--- src/rtl/rtc_trim_prescaler.sv ---
`timescale 1ns/1ps
module rtc_trim_prescaler #(
  parameter int OSC_HZ      = 32768,
  parameter int STAGE       = 256,
  parameter int SEC_PER_MIN = 60,
  parameter int MIN_PER_CYC = 64,
  parameter int FT_HZ       = 512,
  parameter int MAG_W       = 5
) (
  input  logic             clk,
  input  logic             rst,
  input  logic             osc_en,
  input  logic             stop,
  input  logic [MAG_W-1:0] cal_mag,
  input  logic             cal_pos,
  output logic             sec_tick,
  output logic             min_tick,
  output logic             ft_out
);
  localparam int SHORT   = OSC_HZ - STAGE;
  localparam int LONG    = OSC_HZ + STAGE / 2;
  localparam int DIV_W   = $clog2(LONG);
  localparam int SEC_W   = $clog2(SEC_PER_MIN);
  localparam int MIN_W   = $clog2(MIN_PER_CYC);
  localparam int MOD_MAX = MIN_PER_CYC - 2;
  localparam int FT_HALF = OSC_HZ / (2 * FT_HZ);
  localparam int FT_W    = (FT_HALF > 1) ? $clog2(FT_HALF) : 1;

  logic [DIV_W-1:0] div_cnt;
  logic [SEC_W-1:0] sec_pos;
  logic [MIN_W-1:0] min_pos;
  logic [MAG_W-1:0] mag_q;
  logic             pos_q;
  logic [FT_W-1:0]  ft_cnt;
  logic             adv, trim_sec, sec_end, min_end;
  logic [DIV_W-1:0] top;

  assign adv      = osc_en & ~stop;
  assign trim_sec = (sec_pos == '0) && (int'(min_pos) < 2 * int'(mag_q))
                    && (int'(min_pos) < MOD_MAX);

  always_comb begin
    if (!trim_sec)  top = DIV_W'(OSC_HZ - 1);
    else if (pos_q) top = DIV_W'(SHORT - 1);
    else            top = DIV_W'(LONG - 1);
  end

  assign sec_end = adv && (div_cnt == top);
  assign min_end = sec_end && (sec_pos == SEC_W'(SEC_PER_MIN - 1));

  always_ff @(posedge clk) begin
    if (rst) begin
      div_cnt  <= '0;
      sec_pos  <= '0;
      min_pos  <= '0;
      sec_tick <= 1'b0;
      min_tick <= 1'b0;
      mag_q    <= cal_mag;
      pos_q    <= cal_pos;
    end else begin
      sec_tick <= sec_end;
      min_tick <= min_end;
      if (adv) div_cnt <= sec_end ? '0 : div_cnt + 1'b1;
      if (sec_end) sec_pos <= min_end ? '0 : sec_pos + 1'b1;
      if (min_end) begin
        min_pos <= (min_pos == MIN_W'(MIN_PER_CYC - 1)) ? '0 : min_pos + 1'b1;
        mag_q   <= cal_mag;
        pos_q   <= cal_pos;
      end
    end
  end

  always_ff @(posedge clk) begin
    if (rst) begin
      ft_cnt <= '0;
      ft_out <= 1'b0;
    end else if (adv) begin
      if (ft_cnt == FT_W'(FT_HALF - 1)) begin
        ft_cnt <= '0;
        ft_out <= ~ft_out;
      end else begin
        ft_cnt <= ft_cnt + 1'b1;
      end
    end
  end

  p_reset_quiet_r1: assert property (@(posedge clk)
    rst |=> !sec_tick && !min_tick && !ft_out);

  p_tick_single_r2: assert property (@(posedge clk) disable iff (rst)
    sec_tick |=> !sec_tick);

  p_min_on_sec_r6: assert property (@(posedge clk) disable iff (rst)
    min_tick |-> sec_tick);

  p_stop_hold_r9: assert property (@(posedge clk) disable iff (rst)
    stop |=> !sec_tick && $stable(ft_out) && $stable(div_cnt));

  p_idle_hold_r10: assert property (@(posedge clk) disable iff (rst)
    !osc_en |=> !sec_tick && $stable(ft_out) && $stable(div_cnt));

  p_tail_nominal_r11: assert property (@(posedge clk) disable iff (rst)
    (sec_end && int'(min_pos) >= MOD_MAX) |-> (div_cnt == DIV_W'(OSC_HZ - 1)));
endmodule

--- config.mk ---
export PLATFORM = sky130hd
export DESIGN_NAME = rtc_trim_prescaler
export DESIGN_NICKNAME = d
export VERILOG_FILES = /design/src/rtl/rtc_trim_prescaler.sv
export SDC_FILE = /design/constraint.sdc
export NUM_CORES = 1
export LEC_CHECK = 0
export CELL_PAD_IN_SITES_DETAIL_PLACEMENT = 0
export CELL_PAD_IN_SITES_GLOBAL_PLACEMENT = 1
export CORE_MARGIN = 3
export CORE_UTILIZATION = 40
export CTS_CLUSTER_DIAMETER = 50
export DETAILED_ROUTE_END_ITERATION = 6
export PLACE_DENSITY_LB_ADDON = 0.1
export REMOVE_ABC_BUFFERS = 1
export SYNTH_ARGS = -nofsm -noshare
export SYNTH_HDL_FRONTEND = slang
export SYNTH_SLANG_ARGS = --single-unit
--- constraint.sdc ---
create_clock -name clk -period 3 [get_ports clk]
set_clock_uncertainty 0.2 [all_clocks]
set_input_delay 0.6 -clock clk [delete_from_list [all_inputs] [get_ports clk]]
set_output_delay 0.6 -clock clk [all_outputs]
set_load 0.005 [all_outputs]
==> results.txt <==
* Area growth from synthesis to final layout: 22.08%
- In the final design database the tool counted 281 nets.
- Portion of synthesized cell area occupied by the leading cell type: 35.23%
- STA puts the critical path data required time at 3040 ps.
- Clk Latency, worst-skew pair: 300 ps
- After detailed routing, the average wire length per cell comes to 12.68 um.
- Yosys Warn Count: 0
- Share of synthesized area occupied by flip-flops and latches: 44.04%
- The routed layout has 1707 vias.
- Die Y-Extent: 77.52 um
- Startpoint of the most critical setup path: min_pos[5]
* Overall track demand over capacity in global routing: 14.47%
- Total global routing overflow: 0
- In the synthesized netlist, the number of instances is 231.
- Detail Route Antenna Nets: 0
- Setup slack after layout: 111.6 ps
- Synthesis inferred 42 register bits.
- Clock tree from TritonCTS: done
- Based on the critical path, the design can be clocked at up to 346.2 MHz.
- Number of clock buffers inserted by TritonCTS: 5
* IR drop worst, VDD: 0.1849 mV
- Quantity of I/O buffers inserted on ports: 12
- The run finished with clean final reports.
- Layout cell share with drive strength beyond 1: 12.21%
* Number of primary I/O pins: 13
- Number of placement rows: 25
- The worst register-to-register path has a depth of 8.
- By startpoint and endpoint, the worst setup path is classified as flip-flop to flip-flop.
- The first routing iteration left 109 violations.
* Deepest clock path buffer count: 2
- Antenna violations before repair: 0
- Total DRC errors in the routed layout: 0
- Most common flop cell mapped by yosys: dfxtp_1
* Cell Pwr Density: 439.9 nW/um^2
- Slew @ Worst Pin: 659.1 ps
* Number of levels the H-tree was split into: 2
* Setup crit end kind: flip-flop
- The clock drives 42 sinks.
- Yosys attributes the largest share of cell area to dfxtp_1 35%, edfxtp_1 8.8%, ha_1 6.1%.
- Min-Delay Path Class: flip-flop to flip-flop
- Detailed placement finished with a half-perimeter wire length of 2.871 mm.
- Clock-pin slew was measured on the worst setup and hold paths at 90 ps.
- Die area: 6009 um^2
- First-pass DRT Iterations: 4
- Averaged over all synthesized cells, the footprint is 8.856 um^2.
- Critical path arrival: 2920 ps
- Yosys mapped a number of flops with a built-in enable equal to 6.
* R2R Setup Slk: 110 ps
- The number of hold violations in the final report came to 0.
- After synthesis the cells add up to 2046 um^2.
- The number of global-route vias before repair came to 1542.
- Dividing the final minimum period by the clock period gives 96.28%.
* Post-synthesis cell type with the largest combined area: dfxtp_1
- First-pass GRT wire length: 7.079 mm
- In the layout the commonest cells are 36 x dfxtp_1, 25 x nor2_1, 24 x nand2_1.
* Post-detailed-route via-to-cell ratio: 5.188
* Final Wtd Congestion: 0.8035
- Yosys mapped the design onto 40 distinct sky130hd cell types.
- N_diodes: 0
* Floorplan die width: 77.52 um
* Total negative slack for setup checks: 0 ps
- Setup violators final: 0
- The initial utilization of the core area, before any placement, comes to 42.47%.
- The worst register-to-register path begins at min_pos[5].
* Worst setup slack after placement: -0.5802 ps
- Most common cell after layout, fill and taps aside: dfxtp_1
* # Max-Cap Violations: 0
- In this run the worst setup path terminates at sec_pos[4].
- Shortest clock period the worst path allows after layout: 2888 ps
- Post-synth ARST share: 0%
* Floorplan Core Area: 4817 um^2
* Wire length reported by the detailed router: 4.173 mm
- Worst slew margin relative to its limit: 55.72%
- Entering global routing, the biggest net connects 21 pins.
* Category of the worst setup path launch point: flip-flop
- The worst register-to-register path ends at sec_pos[4].
- The final count of pins violating max slew is 0.
* Leakage power total: 0.9271 nW
- Of all nets on the critical path, the largest fanout is 10.
- CTS placed an instance of clkbuf_8 at the clock tree root.
* Fin Hold WS: 259.5 ps
sequential cells by signal, indices dropped and copies added, names as in the netlist:
| register | flops |
|---|---|
| sec_tick | 1 |
| ft_cnt | 5 |
| min_tick | 1 |
| ft_out | 1 |
| mag_q | 5 |
| pos_q | 1 |
| min_pos | 6 |
| sec_pos | 6 |
| div_cnt | 16 |
per-stage QoR:
stage	utilization (%)	total power [mW]	cells	cell area [um^2]
3_3_place_gp	48.23	0.6463	317	2323
3_5_place_dp	48.23	0.6465	317	2323
4_1_cts	50.65	1.108	325	2440
5_1_grt	51.84	1.146	329	2497
6_report	51.84	1.099	329	2497
2_1_floorplan	-	0.6151	223	2007
cell usage after synthesis, types with 2 or more instances:
| library cell | instances |
|---|---|
| xor2_1 | 8 |
| and2_1 | 4 |
| nor4_1 | 4 |
| or3_1 | 5 |
| o21ai_0 | 11 |
| nor2_1 | 25 |
| nand2_1 | 24 |
| nand2b_1 | 2 |
| a21oi_1 | 17 |
| or4b_1 | 2 |
| ha_1 | 10 |
| and3_1 | 5 |
| clkbuf_1 | 6 |
| nor3_1 | 7 |
| or4_1 | 6 |
| nand3_1 | 8 |
| nor2b_1 | 2 |
| dfxtp_1 | 36 |
| nand4_1 | 6 |
| a31oi_1 | 2 |
| inv_1 | 8 |
| o31ai_1 | 2 |
| xnor2_1 | 7 |
| edfxtp_1 | 6 |
| nand3b_1 | 3 |
area by class of cell:
type	instances	area, um^2
fillers	477	2320
multi-input cells	175	1119
flip-flops and latches	42	900.9
repair buffers	29	247.7
clock buffers	7	86.33
well taps	67	83.83
clock inverters	1	30.03
inverters	8	30.03
logic make-up after synthesis:
group | Yosys count | share of synthesized area (%)
AOI/OAI and AO/OA | 36 | 10.40
xor gates and xnor gates | 15 | 6.422
adders and majority gates | 10 | 6.116
buffers and inverters | 16 | 3.364
DFF | 42 | 44.04
muxes | 2 | 1.223
and+or+nand+nor | 110 | 28.44
metal layers:
layer	vias to the layer above	global-route usage [%]	routed length, um
met1	790	20.29	2145
met5	-	0	0
met2	26	21.76	1858
met3	7	2.436	100
met4	0	6.406	68
li1	884	-	-
where the power goes:
part | switching [mW] | internal, mW
Clock | 0.193 | 0.272
Combinational | 0.0245 | 0.0245
Sequential | 0.00574 | 0.580
Total | 0.223 | 0.876
worst min path at each step:
stage	start	to	slack, ps	cells after the start
after CTS	ft_cnt[4]	ft_cnt[4]	270	2
after detailed placement	ft_cnt[4]	ft_cnt[4]	250	2
after global placement	ft_cnt[4]	ft_cnt[4]	250	2
after global routing	ft_cnt[4]	ft_cnt[4]	300	2
final	ft_cnt[4]	ft_cnt[4]	260	2
after floorplan	ft_cnt[4]	ft_cnt[4]	230	2
worst max-delay path, stage by stage (launching register included):
cell and delay, ps:
dfxtp_1 350, ha_1 210, or4b_4 490, a2111oi_4 340
o221ai_2 220, buf_4 190, mux2_4 340, or3_1 360
a21oi_1 140
what timing repair did:
action / in CTS / in global routing
endpoints found under the setup margin: 0 / 26
resized for setup: 0 / 3
hold buffers: 0 / 0
buffers inserted: 0 / 2
(Power assumes the default switching activity.)
